**src/rtl/sec_watchdog_pkg.sv**
```systemverilog
package sec_watchdog_pkg;

   localparam int WORD_W   = 32;
   localparam int FRZ_BIT  = 12;
   localparam int RUN_BIT  = 14;
   localparam int CAUSE_LO = 24;   // plain expiry flag; survivability flag sits one above
   localparam int RST_BIT  = 31;
   localparam int N_CAUSE  = 2;

   typedef struct packed {
      logic restart;   // restart command accepted this clock
      logic run_up;    // run bit going 0 -> 1 this clock
   } wd_cmd_t;

endpackage

```
**src/rtl/sec_watchdog_regs.sv**
```systemverilog
module sec_watchdog_regs
   import sec_watchdog_pkg::*;
#(
   parameter int ADDR_W   = 4,
   parameter int REG_ADDR = 0,
   parameter int TOV_W    = 10,
   parameter int DEF_TOV  = 60
) (
   input  logic              clk,
   input  logic              por_n,
   input  logic              bus_wr,
   input  logic              bus_rd,
   input  logic [ADDR_W-1:0] bus_addr,
   input  logic [WORD_W-1:0] bus_wdata,
   input  logic              expire,
   input  logic              surv_mode,
   output logic [TOV_W-1:0]  tov_pend,
   output logic [TOV_W-1:0]  tov_next,
   output logic              run_q,
   output logic              frz_q,
   output logic [N_CAUSE-1:0] cause_q,
   output wd_cmd_t           cmd,
   output logic              wr_hit,
   output logic [WORD_W-1:0] bus_rdata
);

   localparam logic [ADDR_W-1:0] HIT_ADDR = ADDR_W'(REG_ADDR);
   localparam logic [TOV_W-1:0]  TOV_RST  = TOV_W'(DEF_TOV - 1);

   logic rd_hit;
   logic cfg_wr;
   logic unused_wdata;
   logic [WORD_W-1:0] view;

   assign wr_hit = bus_wr && (bus_addr == HIT_ADDR);
   assign rd_hit = bus_rd && (bus_addr == HIT_ADDR);
   assign cfg_wr = wr_hit && !frz_q;
   assign unused_wdata = ^bus_wdata;

   // value committed by a restart in this clock: fresh write data wins over pending
   assign tov_next = cfg_wr ? bus_wdata[TOV_W-1:0] : tov_pend;

   assign cmd.restart = wr_hit && bus_wdata[RST_BIT];
   assign cmd.run_up  = cfg_wr && bus_wdata[RUN_BIT] && !run_q;

   always_ff @(posedge clk or negedge por_n) begin
      if (!por_n) begin
         tov_pend <= TOV_RST;
         run_q    <= 1'b0;
         frz_q    <= 1'b0;
      end else if (cfg_wr) begin
         tov_pend <= bus_wdata[TOV_W-1:0];
         run_q    <= bus_wdata[RUN_BIT];
         frz_q    <= bus_wdata[FRZ_BIT];
      end
   end

   for (genvar b = 0; b < N_CAUSE; b++) begin : g_cause
      logic set_b;
      assign set_b = expire && (surv_mode == (b == 1));
      always_ff @(posedge clk or negedge por_n) begin
         if (!por_n)
            cause_q[b] <= 1'b0;
         else if (set_b)
            cause_q[b] <= 1'b1;
         else if (wr_hit && bus_wdata[CAUSE_LO+b])
            cause_q[b] <= 1'b0;
      end
   end

   always_comb begin
      view = '0;
      view[TOV_W-1:0] = tov_pend;
      view[FRZ_BIT]   = frz_q;
      view[RUN_BIT]   = run_q;
      view[CAUSE_LO +: N_CAUSE] = cause_q;
   end

   always_ff @(posedge clk or negedge por_n) begin
      if (!por_n)
         bus_rdata <= '0;
      else
         bus_rdata <= rd_hit ? view : '0;
   end

endmodule

```
**src/rtl/sec_watchdog_count.sv**
```systemverilog
module sec_watchdog_count
   import sec_watchdog_pkg::*;
#(
   parameter int TOV_W   = 10,
   parameter int DEF_TOV = 60
) (
   input  logic             clk,
   input  logic             por_n,
   input  logic             tick,
   input  logic             run_q,
   input  wd_cmd_t          cmd,
   input  logic [TOV_W-1:0] tov_next,
   output logic             expire
);

   localparam logic [TOV_W-1:0] TOV_RST = TOV_W'(DEF_TOV - 1);

   logic [TOV_W-1:0] tov_cur;
   logic [TOV_W-1:0] cnt_q;
   logic             step;

   assign step   = tick && run_q;
   assign expire = step && (cnt_q == '0) && !cmd.restart;

   always_ff @(posedge clk or negedge por_n) begin
      if (!por_n) begin
         tov_cur <= TOV_RST;
         cnt_q   <= TOV_RST;
      end else if (cmd.restart) begin
         tov_cur <= tov_next;
         cnt_q   <= tov_next;
      end else if (cmd.run_up) begin
         cnt_q   <= tov_cur;
      end else if (expire) begin
         cnt_q   <= tov_cur;
      end else if (step) begin
         cnt_q   <= cnt_q - 1'b1;
      end
   end

endmodule

```
**src/rtl/sec_watchdog_pulse.sv**
```systemverilog
module sec_watchdog_pulse #(
   parameter int PULSE_CYC = 4
) (
   input  logic clk,
   input  logic por_n,
   input  logic expire,
   output logic rst_req
);

   if (PULSE_CYC == 1) begin : g_single
      always_ff @(posedge clk or negedge por_n) begin
         if (!por_n) rst_req <= 1'b0;
         else        rst_req <= expire;
      end
   end else begin : g_stretch
      localparam int CW = $clog2(PULSE_CYC + 1);
      logic [CW-1:0] left_q;
      always_ff @(posedge clk or negedge por_n) begin
         if (!por_n)             left_q <= '0;
         else if (expire)        left_q <= CW'(PULSE_CYC);
         else if (left_q != '0)  left_q <= left_q - 1'b1;
      end
      assign rst_req = (left_q != '0);
   end

endmodule

```
**src/rtl/sec_watchdog.sv**
```systemverilog
module sec_watchdog
   import sec_watchdog_pkg::*;
#(
   parameter int ADDR_W    = 4,
   parameter int REG_ADDR  = 0,
   parameter int TOV_W     = 10,
   parameter int DEF_TOV   = 60,
   parameter int PULSE_CYC = 4
) (
   input  logic              clk,
   input  logic              por_n,
   input  logic              tick,
   input  logic              surv_mode,
   input  logic              bus_wr,
   input  logic              bus_rd,
   input  logic [ADDR_W-1:0] bus_addr,
   input  logic [31:0]       bus_wdata,
   output logic [31:0]       bus_rdata,
   output logic              rst_req
);

   initial begin
      assert (TOV_W >= 1 && TOV_W <= FRZ_BIT) else $fatal(1, "TOV_W out of range");
      assert (DEF_TOV >= 1 && DEF_TOV <= (1 << TOV_W)) else $fatal(1, "DEF_TOV out of range");
      assert (PULSE_CYC >= 1 && PULSE_CYC <= 255) else $fatal(1, "PULSE_CYC out of range");
      assert (REG_ADDR >= 0 && REG_ADDR < (1 << ADDR_W)) else $fatal(1, "REG_ADDR out of range");
   end

   logic [TOV_W-1:0]   tov_pend;
   logic [TOV_W-1:0]   tov_next;
   logic               run_q;
   logic               frz_q;
   logic [N_CAUSE-1:0] cause_q;
   logic               wr_hit;
   logic               expire;
   wd_cmd_t            cmd;

   sec_watchdog_regs #(
      .ADDR_W(ADDR_W), .REG_ADDR(REG_ADDR), .TOV_W(TOV_W), .DEF_TOV(DEF_TOV)
   ) u_regs (
      .clk(clk), .por_n(por_n), .bus_wr(bus_wr), .bus_rd(bus_rd),
      .bus_addr(bus_addr), .bus_wdata(bus_wdata), .expire(expire),
      .surv_mode(surv_mode), .tov_pend(tov_pend), .tov_next(tov_next),
      .run_q(run_q), .frz_q(frz_q), .cause_q(cause_q), .cmd(cmd),
      .wr_hit(wr_hit), .bus_rdata(bus_rdata)
   );

   sec_watchdog_count #(
      .TOV_W(TOV_W), .DEF_TOV(DEF_TOV)
   ) u_count (
      .clk(clk), .por_n(por_n), .tick(tick), .run_q(run_q), .cmd(cmd),
      .tov_next(tov_next), .expire(expire)
   );

   sec_watchdog_pulse #(
      .PULSE_CYC(PULSE_CYC)
   ) u_pulse (
      .clk(clk), .por_n(por_n), .expire(expire), .rst_req(rst_req)
   );

endmodule

```
**config.mk**
```make
export PLATFORM = sky130hd
export DESIGN_NAME = sec_watchdog
export DESIGN_NICKNAME = d
export VERILOG_FILES = /design/src/rtl/sec_watchdog_pkg.sv /design/src/rtl/sec_watchdog_regs.sv /design/src/rtl/sec_watchdog_count.sv /design/src/rtl/sec_watchdog_pulse.sv /design/src/rtl/sec_watchdog.sv
export SDC_FILE = /design/constraint.sdc
export NUM_CORES = 1
export LEC_CHECK = 0
export ABC_AREA = 1
export BUFFER_PORTS_ARGS = -buffer_cell sky130_fd_sc_hd__buf_4
export CORE_UTILIZATION = 56
export DETAILED_ROUTE_END_ITERATION = 7
export GPL_ROUTABILITY_DRIVEN = 0
export PLACE_DENSITY = 0.85
export SLEW_MARGIN = 20
export SYNTH_ARGS = -nofsm -noshare
export SYNTH_HDL_FRONTEND = slang
export SYNTH_SLANG_ARGS = --single-unit
```
**constraint.sdc**
```tcl
create_clock -name clk -period 2.57 [get_ports clk]
set_input_delay 0.257 -clock clk [delete_from_list [all_inputs] [get_ports clk]]
set_output_delay 0.257 -clock clk [all_outputs]
set_load 0.01 [all_outputs]
```
==> Word level (Yosys, flattened, before mapping) <==
Index checks and enable logic that the tools add are counted.
{ "word_totals": {"reg_bits": 69, "latch_bits": 0, "ram_bits": 0, "romBits": 0, "in_bits": 42, "out_inout_bits": 33, "word_cells": 47, "mem_count": 0} }
{ "op_classes": {"add_sub_neg": 2, "multipliers": 0, "div_mod_pow": 0, "magnitude_cmp": 0, "eq_ne": 0, "shifts": 0, "muxes": 12, "bitwise_logic": 1, "n_reduce_logical": 23} }
{ "ops": {"columns": ["operator", "n"], "rows": [
  ["$mux 10", 5],
  ["$mux 26", 1],
  ["$logic_and 1x1->1", 13],
  ["$logic_not 10->1", 1],
  ["$sub 10x1->10 const B", 1],
  ["$mux 3", 2],
  ["$reduce_bool 2->1", 3],
  ["$logic_not 4->1", 1],
  ["$mux 1", 4],
  ["$reduce_bool 4->1", 1],
  ["$logic_not 1->1", 3],
  ["$reduce_bool 3->1", 1],
  ["$sub 3x1->3 const B", 1],
  ["$not 1->1", 1]
]} }

==> Depth between registers and ports, before layout <==
Gate-level depths: netlist of run 1.
{ "logic_depth": {"ltp_word": 8, "ltp_mapped": 11, "depth_no_buf": 11} }

==> By module <==
A second synthesis of run 1 with hierarchy kept.
{ "hier_totals": {"cells_unflattened": 324, "area_unflattened_um2": 2595.0} }
{ "modules_own_cells": {"columns": ["module", "n_inst", "cells_each", "area_each_um2", "seq_area_each_um2"], "rows": [
  ["sec_watchdog_regs", 1, 132, 1218.7, 706.9],
  ["sec_watchdog_count", 1, 170, 1202.4, 513.0],
  ["sec_watchdog_pulse", 1, 22, 173.9, 75.1]
]} }

==> Worst setup path after synthesis of run 1 <==
Ideal clock, no wire load.
{ "synth_timing": {"path_type": "reg-to-reg", "start": "register u_count.cnt_q[0]", "end": "register u_count.cnt_q[9]", "setup_time_ns": 0.116, "t_arrival_ns": 1.403, "path_slack_ns": 1.051, "stages_incl_launch_ff": 11, "n_path_buf": 0, "path_cell_list": "dfstp_2 inv_1 ha_1 nand2_1 nor2_1 nand3_2 nand2_4 a21oi_1 nand2_1 nand2_1 nand2_1"} }
{ "synth_between": {"elab_chain_cells": 6} }
{ "synth_rtl": {"columns": ["element", "line", "source"], "rows": [
  ["from (decl)", "sec_watchdog_count.sv:19", "logic [TOV_W-1:0] cnt_q;"],
  ["from (signal assigned)", "sec_watchdog_count.sv:31", "cnt_q <= tov_next;"],
  ["from (signal assigned)", "sec_watchdog_count.sv:33", "cnt_q <= tov_cur;"],
  ["from (signal assigned)", "sec_watchdog_count.sv:35", "cnt_q <= tov_cur;"],
  ["branches (longest 6 deep; another with $sub 10x1->10)", null, null]
]} }
Parallel ways; which one is timed is not known. The select of a mux whose other input is x is not followed.
A chain may end at the register's enable or synchronous reset.

==> Final worst setup path of run 1 <==
Same ends and word-level chain as after synthesis.

==> metrics, run 1 <==
area share of the largest cell type after synthesis=33.69%; Setup crit start kind=flip-flop; sw power=650.5 uW; Reg power frac=51.1%; via/cell ratio=between 5 and 6; DRT Wirelength=5194 um; fin area=3034 um^2; crit-path cells=inv_1 > ha_1 > nand2_1 > nor2_1 > nand3_2 > nand2_4 > a21oi_1 > nand2_1 > nand2_1 > nand2_1; initial DRC count=127; DRC=5; final worst-path cycle share=roughly 72%; CTS Buf Count=5; most used cell, CP=nand2_1; Layout Skew=16.98 ps; TritonCTS clock tree=done; minimum clock period=1842 ps; Slowest-stage cell, CP=dfstp_2; ant diodes=0; Synth Register Bits=51; WL per Instance=around 12 um; Hold Worst Slack=138.4 ps; highest clock rate=542.8 MHz; clk root buf=clkbuf_8; Setup Total Neg Slack=0 ps; DR pass1 iterations=6; CP Capture Type=flip-flop; dpl hpwl=roughly 3700 um; leading area contributor after synthesis=dfrtp_1; critical path arrival=2050 ps; FF-to-FF Start=u_count.cnt_q[0]$_DFFE_PN1P_; Die Wd=71.10 um; Gate power share=25.4%; Starting Density=about three fifths; Synth warnings=0; Max IR drop VDD=0.4254 mV; Syn Area/Cell=between 8 and 9 um^2; Worst path max stage delay=560 ps; Int Pwr=1382 uW; Unique masters post-synth=32; HP Class=primary input to flip-flop; Gate Count Post-Synth=roughly 320; Reg2Reg Depth=10; max_cap viols=0; RSZ-0062 raised after global routing=false; status=finished with violations; layout cell share with drive strength beyond 1=21.70%; total number of vias=between 2000 and 2500; Rel. slew slack=roughly 58%; Max Slew Vio Count=0; nets@finish=409; # IOs=75; Worst-path clk slew=100 ps; htree depth=2; total chip power=~2000 uW; register area share after synthesis=48.43%; DP Area=2933 um^2; Synth area leaders=dfrtp_1, dfstp_2, nand2_1; clock share of power=approximately a quarter; Total GRT Usage=22.67%; post-CTS sizing=0; CP Max Fanout=10; CP Launch Point=u_count.cnt_q[0]$_DFFE_PN1P_; final setup vio count=0; initial antenna violation count=0; CTS Sinks=51; Die Y=71.10 um; switching share of power=32.01%; P per Cell Area=669.9 nW/um^2; CP Class=flip-flop to flip-flop; gr ovfl total=0; CP Capture Point=u_count.cnt_q[9]$_DFFE_PN0P_; maximum buffer depth of the clock tree=2; vias in the first global route=2027; failing checks=DRC; Leakage=0.001685 uW; Routed Antenna Nets=0; worst-skew pair later-pin latency=320 ps; Hold Fails Final Rpt=0; DIE AREA=5055 um^2; Req. time, crit path=between 2000 and 3000 ps; Post-Syn Area=~2700 um^2; reg2reg end=u_count.cnt_q[9]$_DFFE_PN0P_; Layout area overhead=13.48%; PortBufs=39; worst reg2reg setup slack=a little over 700 ps; Core Region=4474 um^2; Hold Startpoint=bus_wdata[12]; row count=24; largest net degree at the start of global routing=52; first-pass GRT wire length=8721 um; Worst Tran Pin Value=627.7 ps
synth_stat cells:
cell / number
a21oi_1: 10
nand2_1: 69
xor2_1: 4
nand3b_1: 2
o21a_1: 8
xnor2_1: 2
nor2_1: 40
clkbuf_1: 3
or2_1: 1
nor3_1: 1
buf_2: 1
nand2_2: 2
inv_1: 45
nand4_2: 1
nand4_1: 6
nor2_4: 4
dfrtp_1: 36
nand3_2: 1
nor2_2: 1
nand2_4: 1
conb_1: 1
nand4_4: 1
buf_6: 1
ha_1: 4
nand3_1: 19
inv_2: 3
o21ai_1: 1
a21o_1: 1
dfstp_2: 15
o21ai_0: 12
o211ai_1: 5
buf_4: 21
stage by stage:
stage	setup WS, ps	utilization [%]	instances
after floorplan	1051	-	339
after global placement	785.2	65.55	407
after detailed placement	758.4	65.55	407
after CTS	741.6	67.81	416
after global routing	602.2	67.81	416
final	727.8	67.81	416
per-layer routing:
metal	vias to the layer above	GRT usage (%)	wire length, um
met5	-	0	0
met3	10	4.986	229
met1	984	27.01	2182
met4	0	8.889	105
met2	51	40.06	2677
li1	1048	-	-
flip-flops by register name, indices dropped and copies added, names as in the netlist:
| signal | count |
|---|---|
| u_regs.tov_pend | 10 |
| u_regs.bus_rdata | 14 |
| u_count.tov_cur | 10 |
| u_regs.run_q | 1 |
| u_count.cnt_q | 10 |
| u_regs.cause_q | 2 |
| u_regs.frz_q | 1 |
| u_pulse.g_stretch.left_q | 3 |
layout by cell type, fill, tap and decap left out, drive strengths merged, types with 8 or more instances in the layout:
master / n
o21ai: 13
dfrtp: 36
nand4: 8
buf: 42
a21oi: 10
dfstp: 15
o21a: 8
nor2: 45
inv: 50
nand2: 72
conb: 18
nand3: 20
how the worst min path moves through the flow:
| stage | end | cells past startpoint |
|---|---|---|
| after global routing | u_regs.frz_q$_DFFE_PN0N_ | 3 |
| after CTS | u_regs.frz_q$_DFFE_PN0N_ | 3 |
| after floorplan | u_count.cnt_q[2]$_DFFE_PN0P_ | 0 |
| final | u_regs.frz_q$_DFFE_PN0N_ | 3 |
| after global placement | u_regs.bus_rdata[9]$_DFF_PN0_ | 1 |
| after detailed placement | u_regs.bus_rdata[9]$_DFF_PN0_ | 1 |
timing repair:
action | in CTS | in global routing
hold buffers | 1 | 0
hold endpoints to repair | 36 | 0
buffers inserted | 0 | 0
setup endpoints to repair | 0 | 0
critical path, delay by kind of cell, from the launching register on:
kind	cells	cell delay, ps
buffers and inverters	1	90
DFF	1	560
and+or+nand+nor	7	690
AOI/OAI and AO/OA	1	200
adders and majority gates	1	200
final cells by class:
cell class	count	area, um^2
Sequential cell	51	1295
Clock buffer	5	68.82
Clock inverter	3	22.52
Multi-Input combinational cell	214	1077
Timing Repair Buffer	43	325.3
Tap cell	52	65.06
Inverter	48	180.2
Fill cell	385	1440
power groups by stage:
stage               clock network (uW)  registers [uW]  logic [uW]
floorplan                            0            1040         405
global placement                     0            1050         493
detailed placement                   0            1060         518
CTS                                489            1040         524
global route                       522            1060         593
finish                             477            1040         516
kinds of logic after synthesis:
group | after synthesis | share of synthesized area [%]
fa+ha+maj | 4 | 1.872
simple gates | 149 | 25.69
other cells | 1 | 0.1402
flops | 51 | 48.43
buf+inv | 74 | 13.66
xor+xnor | 6 | 1.965
compound gates | 37 | 8.236
No activity file was read; power rests on OpenSTA's default activity.
==> run 2: changes to the inputs <==
--- a/config.mk
+++ b/config.mk
@@ -7,10 +7,10 @@
 export LEC_CHECK = 0
 export ABC_AREA = 1
 export BUFFER_PORTS_ARGS = -buffer_cell sky130_fd_sc_hd__buf_4
-export CORE_UTILIZATION = 56
+export CORE_UTILIZATION = 47
 export DETAILED_ROUTE_END_ITERATION = 7
 export GPL_ROUTABILITY_DRIVEN = 0
-export PLACE_DENSITY = 0.85
+export PLACE_DENSITY = 0.76
 export SLEW_MARGIN = 20
 export SYNTH_ARGS = -nofsm -noshare
 export SYNTH_HDL_FRONTEND = slang
==> constraint.sdc (replaced) <==
create_clock -name clk -period 1.65 [get_ports clk]
set_input_delay 0.165 -clock clk [delete_from_list [all_inputs] [get_ports clk]]
set_output_delay 0.165 -clock clk [all_outputs]
set_load 0.01 [all_outputs]
==> run 2 against run 1 <==
  * The flow now finishes without violations
  * Core utilization is 9.2 points lower
  * Power is 65% higher
  * Global-route usage is 4.2 points lower
  * Worst setup slack worse by 610 ps
  * Via count is 2.1% higher
  * Clock power is 82% higher
  * Register-to-register slack worse by 610 ps
  * Combinational power is 66% higher
  * Highest routed layer unchanged
==> metrics, run 2 (synthesized netlist as in run 1, its figures left out) <==
status=complete, no violations; Worst Tran Pin Value=620.2 ps (-7.475 ps); CP Max Fanout=5 (-5); Worst path max stage delay=560 ps (about the same); DRT Wirelength=5338 um (+2.8%); Top reg by flops=u_regs.bus_rdata; first-pass GRT wire length=8652 um (-0.79%); HP Class=primary input to flip-flop; Die Wd=77.43 um (+8.9%); Worst-path clk slew=90 ps (about the same); total number of vias=2136 (+2.1%); critical path arrival=1740 ps (-310 ps); initial DRC count=114 (-10%); vias in the first global route=2021 (-0.30%); most common cell after layout, fill and taps aside=nand2_1; most used cell, CP=nand2_1; minimum clock period=1536 ps (-305.7 ps); fin area=3229 um^2 (+6.4%); final setup vio count=0 (unchanged); CP Capture Type=flip-flop; TritonCTS clock tree=done; wire length on met1=2369 um (+8.6%); Die Y=77.43 um (+8.9%); Routed Antenna Nets=0 (unchanged); htree depth=2 (unchanged); total chip power=3361 uW (+65%); clk root buf=clkbuf_8; DP Area=3023 um^2 (+3.1%); row count=27 (+13%); Core Region=5507 um^2 (+23%); maximum buffer depth of the clock tree=2 (unchanged); Hold Fails Final Rpt=0 (unchanged); top routing layer used=met4; final worst-path cycle share=93.12% (+21 points); dpl hpwl=3677 um (+0.48%); Setup Total Neg Slack=0 ps (unchanged); commonest cells after routing, fill and taps aside=nand2_1, buf_4, inv_1; Rel. slew slack=58.65% (+0.50 points); routed wl met3=212 um (-7.4%); largest net degree at the start of global routing=52 (unchanged); Req. time, crit path=1850 ps (-930 ps); Setup crit start kind=flip-flop; Starting Density=48.56% (-11 points); Leakage=0.001755 uW (+4.2%); nets@finish=422 (+3.2%); DR pass1 iterations=4 (-2); Max Slew Vio Count=0 (unchanged); max_cap viols=0 (unchanged); CP Class=flip-flop to flip-flop; layout cell share with drive strength beyond 1=27.59% (+5.9 points); Total GRT Usage=18.48% (-4.2 points); ant diodes=0 (unchanged); DIE AREA=5995 um^2 (+19%); initial antenna violation count=0 (unchanged); highest clock rate=650.8 MHz (+20%); # IOs=75 (unchanged); Layout area overhead=20.78%; gr ovfl total=0 (unchanged); Met2 Wirelength=2646 um (-1.2%); max FFs per register=14 (unchanged); CTS Buf Count=5 (unchanged); PortBufs=39 (unchanged); RSZ-0062 raised after global routing=false; WL per Instance=11.89 um (-4.8%); crit-path cells=inv_2 > ha_1 > nand2_2 > nor2_2 > nand3_4 > nand2_4 > a21oi_2 > nand2_1 > nand2_1 > nand2_1; P per Cell Area=1041 nW/um^2 (+55%); Layout Skew=8.834 ps (-8.142 ps); via/cell ratio=4.757 (-5.4%); worst-skew pair later-pin latency=310 ps (about the same); DRC=0 (-5); CTS Sinks=51 (unchanged); Slowest-stage cell, CP=dfstp_2; Max IR drop VDD=0.7689 mV (+81%)
## run 2: report_power, final
group,internal (uW),switching (uW)
combinational,381,474
sequential,1490,143
clock,452,418
total,2330,1030
## run 2: final timing paths
kind / start / endpoint / slack [ps] / depth (start not counted)
hold reg to reg: u_regs.tov_pend[4]$_DFF_PN1_ / u_regs.bus_rdata[4]$_DFF_PN0_ / 490 / 2
hold / removal: bus_wdata[12] / u_regs.frz_q$_DFFE_PN0N_ / 60 / 3
max in group asynchronous: por_n / u_count.cnt_q[2]$_DFFE_PN0P_ / 800 / 2
min in group asynchronous: por_n / u_regs.bus_rdata[9]$_DFF_PN0_ / 420 / 2
setup / recovery: u_count.cnt_q[0]$_DFFE_PN1P_ / u_count.cnt_q[9]$_DFFE_PN0P_ / 110 / 10
setup reg to reg: u_count.cnt_q[0]$_DFFE_PN1P_ / u_count.cnt_q[9]$_DFFE_PN0P_ / 110 / 10
## run 2: layout make-up
class	count	area, um^2
Tap cell	72	90.09
Clock buffer	5	68.82
Clock inverter	3	43.79
Inverter	48	180.2
Fill cell	479	2277
Timing Repair Buffer	55	426.7
Sequential cell	51	1296
Multi-Input combinational cell	215	1124
## run 2: routing by layer
layer,global-route usage [%],vias to the layer above
met5,0,-
met4,7.925,0
met3,4.000,9
met2,33.01,43
met1,21.18,1010
li1,-,1074
## run 2: critical path, delay by kind of cell, from the launching register on
family	cells	cell delay [ps]
flip-flops	1	560
AND/OR/NAND/NOR	7	480
buffers and inverters	1	50
adder cells (fa/ha/maj)	1	200
AO/OA/AOI/OAI	1	140
## run 2: what timing repair did
action	in CTS	in global routing
endpoints found under the setup margin	0	10
hold buffers	1	0
resized for setup	0	15
hold endpoints to repair	36	0
buffers inserted	0	3
## run 2: metrics by stage
| stage | utilization, % | std cells | hold WS (ps) | worst slack (ps) |
|---|---|---|---|---|
| 6_report | 58.65 | 449 | 63.82 | 113.5 |
| 5_1_grt | 58.65 | 449 | 67.92 | 5.674 |
| 4_1_cts | 57.12 | 443 | 60.38 | 22.95 |
| 3_5_place_dp | 54.90 | 434 | 228.2 | 40.69 |
| 3_3_place_gp | 54.90 | 434 | 223.3 | 93.64 |
| 2_1_floorplan | - | 339 | -130.6 | 130.7 |
==> run 3: changes to the inputs <==
--- a/config.mk
+++ b/config.mk
@@ -10,6 +10,7 @@
 export CORE_UTILIZATION = 47
 export DETAILED_ROUTE_END_ITERATION = 7
 export GPL_ROUTABILITY_DRIVEN = 0
+export GPL_TIMING_DRIVEN = 0
 export PLACE_DENSITY = 0.76
 export SLEW_MARGIN = 20
 export SYNTH_ARGS = -nofsm -noshare
==> run 3 against run 2 <==
  * Cell area is 2.0% higher
  * Die area unchanged
  * Worst hold slack improved by 15 ps
  * Non-clock buffer count is 14 higher
  * Via count rose by 1.7%
  * First-iteration DRC count is 20% lower
  * Core utilization grew 1.2 points
  * Sequential power about the same
  * Routed wire length is 0.15% lower
  * Largest cell class unchanged
  * Clock power decreased by 21%
==> metrics, run 3 (synthesized netlist as in run 1, its figures left out) <==
status=complete, no violations; setup slack at placement=-156.1 ps (-196.8 ps); vias in the first global route=2050 (+1.4%); max_cap viols=0 (unchanged); Setup crit start kind=flip-flop; nets@finish=435 (+3.1%); most common cell after layout, fill and taps aside=nand2_1; Hold Startpoint=surv_mode; row count=27 (unchanged); reg2reg end=u_count.cnt_q[2]$_DFFE_PN0P_; commonest cells after routing, fill and taps aside=nand2_1, buf_4, inv_1; TritonCTS clock tree=done; maximum buffer depth of the clock tree=2 (unchanged); via/cell ratio=4.701 (-1.2%); first-pass GRT wire length=9094 um (+5.1%); WHS Endpoint=u_regs.cause_q[0]$_DFFE_PN0P_; Top reg by flops=u_regs.bus_rdata; final setup vio count=0 (unchanged); Req. time, crit path=1840 ps (about the same); Worst Tran Pin Value=621.2 ps (+0.9624 ps); Total GRT Usage=19.47% (+0.99 points); final worst-path cycle share=96.36% (+3.2 points); PortBufs=39 (unchanged); Core Region=5507 um^2 (unchanged); Hold Worst Slack=79.01 ps (+15.18 ps); P per Cell Area=964.3 nW/um^2 (-7.3%); Max IR drop VDD=0.5361 mV (-30%); Hold Path Stages=2 (-1); dpl hpwl=3874 um (+5.4%); clk root buf=clkbuf_8; Reg2Reg Depth=9 (-1); Routed Antenna Nets=0 (unchanged); critical path arrival=1780 ps (+40 ps); gr ovfl total=0 (unchanged); DR pass1 iterations=4 (unchanged); Leakage=0.001812 uW (+3.2%); CP Max Fanout=5 (unchanged); total number of vias=2172 (+1.7%); worst-skew pair later-pin latency=300 ps (about the same); # IOs=75 (unchanged); DRC=0 (unchanged); Starting Density=48.56% (unchanged); highest clock rate=628.9 MHz (-3.4%); Hold Fails Final Rpt=0 (unchanged); Die Y=77.43 um (unchanged); smallest setup slack after layout=60.03 ps (-53.49 ps); Layout Skew=7.088 ps (-1.746 ps); CP Capture Type=flip-flop; largest net degree at the start of global routing=52 (unchanged); initial antenna violation count=0 (unchanged); layout cell share with drive strength beyond 1=28.72% (+1.1 points); worst reg2reg setup slack=60 ps (-50 ps); DIE AREA=5995 um^2 (unchanged); Rel. slew slack=58.59% (-0.064 points); CTS Sinks=51 (unchanged); minimum clock period=1590 ps (+53.49 ps); WL per Instance=11.54 um (-3.0%); Max Slew Vio Count=0 (unchanged); max FFs per register=14 (unchanged); CP Class=flip-flop to flip-flop; Worst-path clk slew=90 ps (about the same); htree depth=2 (unchanged); DRT Wirelength=5330 um (-0.15%); initial DRC count=91 (-20%); Die Wd=77.43 um (unchanged); Layout area overhead=23.21%; HP Class=primary input to flip-flop; ant diodes=0 (unchanged); CTS Buf Count=5 (unchanged); FF-to-FF Start=u_count.cnt_q[0]$_DFFE_PN1P_
==> run 3: worst max-delay path, cell delays in order (launching register included) <==
cell     delay, ps
dfstp_2        540
inv_2           60
ha_1           200
nand2_2         90
nor2_2          50
nand3_4        120
buf_4          160
nand3_1         90
nand3_1         90
a21oi_1         70
==> run 3: where the power goes <==
part	internal, uW	total [uW]	switching (uW)
Sequential	1490	1620	126
Combinational	396	873	478
Clock	298	687	389
Total	2190	3180	992
==> run 3: metrics by stage <==
stage               area, um^2  setup TNS, ps  power [uW]  utilization [%]  std cells
floorplan                 2738              0        2247                -        339
global placement          3120         -285.6        2443            56.67        450
finish                    3294              0        3177            59.83        462
CTS                       3242         -14.83        3175            58.87        460
detailed placement        3120         -612.9        2480            56.67        450
global route              3294         -61.47        3410            59.83        462
==> run 3: final cells by class <==
class | count | area [um^2]
Buffer | 26 | 188.9
Sequential cell | 51 | 1295
Inverter | 48 | 180.2
Multi-Input combinational cell | 214 | 1134
Timing Repair Buffer | 43 | 325.3
Clock buffer | 7 | 76.32
Fill cell | 469 | 2212
Tap cell | 72 | 90.09
Clock inverter | 1 | 5.005
==> run 3: worst max path at each step <==
stage                                 start                           end  slack [ps]
3_3_place_gp   u_count.cnt_q[0]$_DFFE_PN1P_  u_count.cnt_q[9]$_DFFE_PN0P_        -130
6_report       u_count.cnt_q[0]$_DFFE_PN1P_  u_count.cnt_q[2]$_DFFE_PN0P_          60
3_5_place_dp   u_count.cnt_q[0]$_DFFE_PN1P_  u_count.cnt_q[9]$_DFFE_PN0P_        -160
2_1_floorplan  u_count.cnt_q[0]$_DFFE_PN1P_  u_count.cnt_q[9]$_DFFE_PN0P_         130
5_1_grt        u_count.cnt_q[1]$_DFFE_PN1P_  u_count.cnt_q[2]$_DFFE_PN0P_         -30
4_1_cts        u_count.cnt_q[0]$_DFFE_PN1P_  u_count.cnt_q[9]$_DFFE_PN0P_          -9
==> run 3: metal layers <==
layer  global-route usage [%]  part of all wire [%]  wire, um  vias to the layer above
li1                         -                     -         -                     1100
met1                    23.99                    43      2310                     1005
met2                    33.54                    50      2679                       59
met3                    4.000                   4.7       248                        8
met4                    7.170                   1.7        93                        0
met5                        0                     0         0                        -
==> run 3: what timing repair did <==
item | in CTS | in global routing
endpoints found under the hold margin | 36 | 0
pin swaps | 1 | 3
resized for setup | 4 | 16
setup buffers | 1 | 2
endpoints found under the setup margin | 10 | 11
hold buffers | 1 | 0
